File: config.mk
export PLATFORM = sky130hd
export DESIGN_NAME = sysctl_regs
export DESIGN_NICKNAME = d
export VERILOG_FILES = /design/src/rtl/sysctl_pkg.sv /design/src/rtl/sysctl_tick_counter.sv /design/src/rtl/sysctl_flag_bank.sv /design/src/rtl/sysctl_regs.sv
export SDC_FILE = /design/constraint.sdc
export NUM_CORES = 1
export LEC_CHECK = 0
export ABC_AREA = 1
export BUFFER_PORTS_ARGS = -buffer_cell sky130_fd_sc_hd__buf_2
export CAP_MARGIN = 20
export CORE_MARGIN = 8
export CORE_UTILIZATION = 61
export CTS_CLUSTER_DIAMETER = 100
export DETAILED_ROUTE_END_ITERATION = 10
export GPL_ROUTABILITY_DRIVEN = 0
export PLACE_DENSITY = 0.87
export SKIP_CTS_REPAIR_TIMING = 1
export SLEW_MARGIN = 10
export SYNTH_ARGS = -nofsm -noshare
export SYNTH_HDL_FRONTEND = slang
export SYNTH_SLANG_ARGS = --single-unit
File: constraint.sdc
create_clock -name clk -period 14 [get_ports clk]
set_input_delay 1.4 -clock clk [delete_from_list [all_inputs] [get_ports clk]]
set_output_delay 1.4 -clock clk [all_outputs]
set_load 0.01 [all_outputs]
File: src/rtl/sysctl_pkg.sv
package sysctl_pkg;
  // Word indices (byte offset / 4) inside the 4 KiB window
  localparam int unsigned W_IDENT    = 32'h00;
  localparam int unsigned W_SWITCH   = 32'h01;
  localparam int unsigned W_LED      = 32'h02;
  localparam int unsigned W_CNT_SLOW = 32'h09;
  localparam int unsigned W_GF_SET   = 32'h0C;
  localparam int unsigned W_GF_CLR   = 32'h0D;
  localparam int unsigned W_NV_SET   = 32'h0E;
  localparam int unsigned W_NV_CLR   = 32'h0F;
  localparam int unsigned W_CARD     = 32'h12;
  localparam int unsigned W_BOOTSW   = 32'h16;
  localparam int unsigned W_CNT_FAST = 32'h17;

  localparam int unsigned NSTORE = 7;

  // Plain read/write words: flash control, misc, dma map, four processor ids
  function automatic int unsigned store_word(input int unsigned idx);
    case (idx)
      0:       return 32'h13;
      1:       return 32'h18;
      2:       return 32'h19;
      3:       return 32'h21;
      4:       return 32'h22;
      5:       return 32'h23;
      default: return 32'h24;
    endcase
  endfunction
endpackage

File: src/rtl/sysctl_tick_counter.sv
module sysctl_tick_counter #(
  parameter int unsigned DIV   = 4,
  parameter int unsigned CNT_W = 32
) (
  input  logic             clk,
  input  logic             rst_n,
  output logic [CNT_W-1:0] value
);
  logic             tick;
  logic [CNT_W-1:0] value_d;

  generate
    if (DIV <= 1) begin : g_nodiv
      assign tick = 1'b1;
    end else begin : g_div
      localparam int unsigned PW = $clog2(DIV);
      logic [PW-1:0] presc_q;
      logic [PW-1:0] presc_d;
      logic          last;

      assign last    = (presc_q == PW'(DIV - 1));
      assign presc_d = last ? '0 : presc_q + 1'b1;

      always_ff @(posedge clk or negedge rst_n) begin
        if (!rst_n) presc_q <= '0;
        else        presc_q <= presc_d;
      end

      assign tick = last;
    end
  endgenerate

  assign value_d = value + 1'b1;

  always_ff @(posedge clk or negedge rst_n) begin
    if (!rst_n)    value <= '0;
    else if (tick) value <= value_d;
  end
endmodule

File: src/rtl/sysctl_flag_bank.sv
module sysctl_flag_bank #(
  parameter int unsigned W = 32
) (
  input  logic         clk,
  input  logic         rst_n,
  input  logic         set_en,
  input  logic         clr_en,
  input  logic [W-1:0] mask,
  output logic [W-1:0] flags
);
  logic [W-1:0] set_bits;
  logic [W-1:0] clr_bits;
  logic [W-1:0] flags_d;

  always_comb begin
    set_bits = set_en ? mask : '0;
    clr_bits = clr_en ? mask : '0;
    flags_d  = (flags | set_bits) & ~clr_bits;  // clear takes priority
  end

  always_ff @(posedge clk or negedge rst_n) begin
    if (!rst_n)                flags <= '0;
    else if (set_en || clr_en) flags <= flags_d;
  end
endmodule

File: src/rtl/sysctl_regs.sv
module sysctl_regs #(
  parameter int unsigned ADDR_W   = 12,
  parameter int unsigned CNT_W    = 32,
  parameter int unsigned CLK_HZ   = 96_000_000,
  parameter int unsigned SLOW_HZ  = 100,
  parameter int unsigned FAST_HZ  = 24_000_000,
  parameter logic [3:0]  ID_REV   = 4'h2,
  parameter logic [9:0]  ID_PLAT  = 10'h020,
  parameter logic [3:0]  ID_VAR   = 4'h2,
  parameter logic [3:0]  ID_TYPE  = 4'h4,
  parameter logic [7:0]  ID_BUILD = 8'h5A
) (
  input  logic              clk,
  input  logic              rst_n,
  input  logic              por_n,
  input  logic [ADDR_W-1:0] bus_addr,
  input  logic              bus_we,
  input  logic [31:0]       bus_wdata,
  output logic [31:0]       bus_rdata,
  input  logic [7:0]        switch_in,
  input  logic [31:0]       boot_sw_in,
  input  logic              card_present_in,
  output logic [7:0]        led_out
);
  import sysctl_pkg::*;

  localparam int unsigned WORD_W   = ADDR_W - 2;
  localparam int unsigned DIV_SLOW = CLK_HZ / SLOW_HZ;
  localparam int unsigned DIV_FAST = CLK_HZ / FAST_HZ;
  localparam logic [31:0] IDENT    = {ID_REV, 2'b00, ID_PLAT, ID_VAR, ID_TYPE, ID_BUILD};

  logic [WORD_W-1:0] word;
  int unsigned       word_idx;
  logic              rst_all;
  logic [CNT_W-1:0]  cnt_slow;
  logic [CNT_W-1:0]  cnt_fast;
  logic [31:0]       gen_flags;
  logic [31:0]       nv_flags;
  logic [31:0]       store_q [NSTORE];
  logic [7:0]        led_d;
  logic              led_en;

  assign word     = bus_addr[ADDR_W-1:2];
  assign word_idx = 32'(word);
  assign rst_all  = rst_n & por_n;

  sysctl_tick_counter #(.DIV(DIV_SLOW), .CNT_W(CNT_W)) u_cnt_slow (
    .clk(clk), .rst_n(rst_all), .value(cnt_slow));

  sysctl_tick_counter #(.DIV(DIV_FAST), .CNT_W(CNT_W)) u_cnt_fast (
    .clk(clk), .rst_n(rst_all), .value(cnt_fast));

  sysctl_flag_bank #(.W(32)) u_gen_flags (
    .clk(clk), .rst_n(rst_all),
    .set_en(bus_we && word_idx == W_GF_SET),
    .clr_en(bus_we && word_idx == W_GF_CLR),
    .mask(bus_wdata), .flags(gen_flags));

  sysctl_flag_bank #(.W(32)) u_nv_flags (
    .clk(clk), .rst_n(por_n),
    .set_en(bus_we && word_idx == W_NV_SET),
    .clr_en(bus_we && word_idx == W_NV_CLR),
    .mask(bus_wdata), .flags(nv_flags));

  // LED register
  always_comb begin
    led_en = bus_we && (word_idx == W_LED);
    led_d  = bus_wdata[7:0];
  end

  always_ff @(posedge clk or negedge rst_all) begin
    if (!rst_all)    led_out <= '0;
    else if (led_en) led_out <= led_d;
  end

  // Plain storage words
  generate
    for (genvar i = 0; i < NSTORE; i++) begin : g_store
      logic st_en;
      assign st_en = bus_we && (word_idx == store_word(i));
      always_ff @(posedge clk or negedge rst_all) begin
        if (!rst_all)   store_q[i] <= '0;
        else if (st_en) store_q[i] <= bus_wdata;
      end
    end
  endgenerate

  // Read return
  always_comb begin
    bus_rdata = '0;
    case (word_idx)
      W_IDENT:    bus_rdata = IDENT;
      W_SWITCH:   bus_rdata[7:0] = switch_in;
      W_LED:      bus_rdata[7:0] = led_out;
      W_CNT_SLOW: bus_rdata[CNT_W-1:0] = cnt_slow;
      W_CNT_FAST: bus_rdata[CNT_W-1:0] = cnt_fast;
      W_GF_SET:   bus_rdata = gen_flags;
      W_NV_SET:   bus_rdata = nv_flags;
      W_CARD:     bus_rdata[0] = card_present_in;
      W_BOOTSW:   bus_rdata = boot_sw_in;
      default: begin
        for (int i = 0; i < NSTORE; i++) begin
          if (word_idx == store_word(i)) bus_rdata = store_q[i];
        end
      end
    endcase
  end
endmodule

# Word-level counts from Yosys, hierarchy flattened

Index checks and enable logic that the tools add are counted.

Add/subtract/negate cells: 4
Equality and inequality tests: 26
Multiplexer cells: 23
Bitwise logic cells: 7
Reductions and logical operators: 17

Operator list:

| operator              | number |
|---|---|
| $mux 32               | 18 |
| $eq 10x32->1          | 7 |
| $pmux 24 s7           | 1 |
| $add 32x1->32 const B | 2 |
| $and 32x32->32        | 2 |
| $not 32->32           | 2 |
| $or 32x32->32         | 2 |
| $pmux 7 s9            | 1 |
| $eq 10x5->1 const B   | 6 |
| $eq 10x4->1 const B   | 5 |
| $eq 10x6->1 const B   | 4 |
| $logic_not 32->1      | 1 |
| $add 20x1->20 const B | 1 |
| $eq 20x20->1 const B  | 1 |
| $mux 20               | 1 |
| $logic_and 1x1->1     | 12 |
| $eq 10x1->1 const B   | 1 |
| $eq 10x2->1 const B   | 1 |
| $pmux 1 s9            | 1 |
| $reduce_or 9->1       | 1 |
| $reduce_or 3->1       | 1 |
| $add 2x1->2 const B   | 1 |
| $eq 2x2->1 const B    | 1 |
| $logic_or 1x1->1      | 2 |
| other kinds (2)       | 2 |

Flip-flop bits (word level): 382
Input port bits: 89
Output and inout port bits: 40
Word-level logic and storage cells: 91

# Logic depth before layout (Yosys ltp)

Depth in word-level cells: 12
Mapped depth: 14
Gate-level depth less buffers: 14

# Modules after synthesis

A second synthesis with hierarchy kept.

Cell total of the unflattened synthesis: 2663
Area total of the unflattened synthesis: 19656.4 um2

Modules (own cells, without submodules):

| module                            | times used | cells an instance | area an instance (um2) | seq. area each (um2) |
|---|---|---|---|---|
| sysctl_regs                       | 1          | 1529              | 11558.6                | 5805.6 |
| sysctl_flag_bank                  | 2          | 230               | 1570.3                 | 800.8 |
| sysctl_tick_counter at u_cnt_slow | 1          | 429               | 3009.1                 | 1301.2 |
| sysctl_tick_counter at u_cnt_fast | 1          | 245               | 1948.1                 | 850.8 |

# Worst setup path after synthesis

No wires, ideal clock.

Path type: input to output
Start point: in bus_addr[7]
End point: out bus_rdata[27]
Arrival: 2.731 ns
Required time: 12.600 ns
Setup slack: 9.869 ns
Stages: 10
Path buffers: 1
Cells stage by stage: inv_1 -> nand2_1 -> nor2_2 -> buf_2 -> nand4_1 -> inv_2 -> nand2_1 -> o211ai_1 -> nor2_1 -> a21oi_1

Cells in the longest elaborated chain, start to end: 9
Elaborated cells between the ends (all ways): 25
Classes of those cells: 15 x eq/ne; 8 x mux; 2 x reduce/logical

RTL lines:

| item                 | line               | RTL |
|---|---|---|
| start: declaration   | sysctl_regs.sv:16  | `input logic [ADDR_W-1:0] bus_addr,` |
| $eq 10x32->1         | sysctl_regs.sv:103 | `if (word_idx == store_word(i)) bus_rdata = store_q[i];` |
| $mux 32 (7 in a row) | sysctl_regs.sv:103 |  |
| $pmux 24 s7 (*)      | sysctl_regs.sv:91  | `case (word_idx)` |
| end: declaration     | sysctl_regs.sv:19  | `output logic [31:0] bus_rdata,` |

Mark *: on every way between the ends. The rest lies on a longest branch, timed or not.

# Worst setup path in the final report

Start point: in bus_addr[11]
End point: out bus_rdata[30]

Same word-level chain as after synthesis.

==> results.md <==
* Final Cell Area at approximately 21000 um2
* Hold path endpoint: u_cnt_fast.g_div.presc_q[0]$_DFF_PN0_
* Fill cells at roughly 2.3k
* GR Overflow Total at 0
* Setup Viol. Count Final at 0
* Post-route DRC at 0
* Required time of the worst setup path at 12.60 ns
* CP endpoint kind: output pin
* Drt first pass iters at 7
* Avg Cell Area, Syn at 7.97 um2
* Max-Cap Viols at 0
* PwrDens at approximately 110 nW/um2
* Routed len/inst at about 20 um
* Reg2reg end: u_cnt_slow.value[25]$_DFFE_PN0N_
* Max_slew headroom at 0.256
* Worst-margin pin slew at ~1.1 ns
* Die area at 37200 um2
* Slowest library cell on the worst path: nand2_1
* Highest Signal Layer: met5
* Leading cell types by count after synthesis: nand2_1, dfrtp_1, inv_1
* Clk_lat worst skew at between 0.5 and 0.6 ns
* Largest net degree at the start of global routing at 141
* Clock-pin slew on the worst setup and hold paths at roughly 0.06 ns
* Fmax at around 180 MHz
* R2R setup slack at approximately 12 ns
* YS warnings at 0
* DR WL met3 at roughly 6700 um
* DR vias at ~18k
* WP data arrival at roughly 4.2 ns
* Final TNS setup at 0 ns
* Top FF cell, synth: dfrtp_1
* Vias per cell at approximately 6
* RSZ-0062 raised after global routing: false
* Hold Crit Class: flip-flop to flip-flop
* Max Slew Vio Count at 0
* H-tree levels at 2
* Vias in the first global route at 17.3k
* CP bufs+invs at 3
* Critical path cell sequence: buf_2, nor2_4, nand2_1, nor2_1, nand2_1, nand2_1, inv_1, nand2_1, nand2_1, nand2_1, nand2_1, a21oi_1, buf_2
* Status: finished clean
* Post-Syn Area at about 19000 um2
* Die width at 193 um
* Async set-reset flop share out of synthesis at 1.00
* Post-Syn Nets at between 2k and 2.5k
* Worst path most repeated cell: nand2_1
* Leading area contributor after synthesis: dfrtp_1
* Worst Skew at roughly 0.0087 ns
* Remaining antenna violation count at 0
* CTS buffer count at between 40 and 50
* Root buffer cell: clkbuf_16
* Leading cell type by number of instances after synthesis: nand2_1
* Period utilization at 0.400
* Die Y-Extent at slightly below 200 um
* First-pass GRT wire length at around 93000 um
* Hold path cells at 1
* Synthesized flop and latch total at around 380
* Post-Syn Instances at roughly 2.4k
* Leak at just over 0.01 uW
* Final min period at approximately 5.6 ns
* Final hold slack at 0.452 ns
* Startpoint Class: input port
* Initial DRC Count at 2648
* Final #Nets at between 2k and 3k
* Row count at 65
* WL met1 at between 20000 and 25000 um
* Reg2Reg Depth at 12
* Max VDD drop at about 90 uV
* Hold Violations, Final at 0
* Hpwl dp at approximately 40000 um
* Netlist cell types at 46
* Number of enable flip-flop cells after synthesis at 0
* Area Overhead vs Synth at 12.1%
* Post-synth top area share at 0.500
* Tot GR Track Use at 0.319
* Min-Delay Startpoint: u_cnt_fast.g_div.presc_q[0]$_DFF_PN0_
* Maximum buffer depth of the clock tree at 3
* Kind of critical path: input port to output pin
* Setup slack at placement at 8.28 ns
* Reg-to-reg startpoint: u_cnt_slow.g_div.presc_q[0]$_DFF_PN0_
* Top post-synthesis cells by area: dfrtp_1, nand2_1, inv_1
* Register area share after synthesis at 0.500
* CTS sink cnt at ~380
* Core area at approximately 31000 um2
* Initial core utilization at 0.612
* Antenna violations before repair at 10
* CP Max Fanout at 25
* CTS tree: built
* Placed inst area at ~20000 um2
* Met2 WL post-DR at ~27000 um
* Share of cells above drive strength 1 at 0.110
* Final wirelength at approximately 59000 um
* Crit-path max cell delay at ~0.65 ns
* Delay-heaviest family, CP: simple AND/OR/NAND/NOR gates
* IO Pins at about 130
* IO buf count at ~130
* Worst Slack Setup Final at ~8.4 ns
layout make-up:
| type | instances | area [um2] | area share |
|---|---|---|---|
| Sequential cell | 382 | 9560 | 0.446 |
| Multi-Input combinational cell | 1631 | 8050 | 0.376 |
| Clock buffer | 62 | 1180 | 0.0553 |
| Inverter | 288 | 1090 | 0.0508 |
| Timing Repair Buffer | 145 | 851 | 0.0397 |
| Tap cell | 402 | 503 | 0.0235 |
| Clock inverter | 10 | 158 | 0.00736 |
| Antenna cell | 7 | 17.5 | 0.000818 |
layout by cell type, fill, tap and decap left out, drive strengths merged:
| cell type | count |
|---|---|
| nand2 | 688 |
| buf | 145 |
| a2bb2oi | 27 |
| nand4 | 47 |
| a22oi | 37 |
| o21ai | 277 |
| inv | 289 |
| or2 | 13 |
| xor2 | 58 |
| a21oi | 37 |
| diode | 7 |
| a21boi | 1 |
| o211ai | 10 |
| o21a | 1 |
| o221ai | 13 |
| nor2 | 189 |
| o22ai | 29 |
| nand3 | 94 |
| a211oi | 4 |
| bufinv | 3 |
| o2111ai | 18 |
| ha | 4 |
| nor4 | 13 |
| dfrtp | 382 |
| o21bai | 1 |
| o31ai | 1 |
| clkbuf | 62 |
| and3 | 1 |
| xnor2 | 3 |
| nor3 | 53 |
| nand3b | 8 |
| clkinv | 6 |
| nor3b | 4 |
per-layer routing:
layer,vias to the layer above,track usage
li1,8010,-
met1,8537,0.408
met2,1266,0.509
met3,279,0.0628
met4,4,0.171
met5,-,0
stage by stage:
stage / power, uW / utilization / instances
floorplan: 1190 / - / 2396
global placement: 1230 / 0.638 / 2843
detailed placement: 1230 / 0.639 / 2844
CTS: 2300 / 0.682 / 2916
global route: 2360 / 0.686 / 2927
finish: 2310 / 0.686 / 2927
power by group:
| part | leakage (uW) | internal (uW) | switching, uW |
|---|---|---|---|
| Sequential | 0.00511 | 1120 | 6.80 |
| Clock | 0.000657 | 642 | 451 |
| Combinational | 0.00433 | 21.4 | 69.4 |
worst max-delay path by stage:
stage	cells past startpoint	from	slack (ns)	endpoint
2_1_floorplan	2	rst_n	2.88	led_out[0]$_DFFE_PN0P_
3_3_place_gp	7	por_n	8.33	store_q[33]$_DFFE_PN0P_
3_5_place_dp	7	por_n	8.28	store_q[98]$_DFFE_PN0P_
4_1_cts	13	bus_addr[11]	8.54	bus_rdata[8]
5_1_grt	13	bus_addr[11]	8.27	bus_rdata[30]
6_report	13	bus_addr[11]	8.41	bus_rdata[30]
logic make-up after synthesis:
family	after synthesis	synth area share
and+or+nand+nor	1110	0.250
AOI/OAI and AO/OA	456	0.140
buffers and inverters	383	0.0794
DFF	382	0.500
xor gates and xnor gates	61	0.0280
adders and majority gates	4	0.00262
registers in the layout (all words and copies together), names as in the netlist:
name	flops
u_gen_flags.flags	32
u_cnt_fast.g_div.presc_q	2
store_q	224
u_cnt_slow.value	32
u_nv_flags.flags	32
led_out	8
u_cnt_fast.value	32
u_cnt_slow.g_div.presc_q	20
No activity file was read; power rests on OpenSTA's default activity.
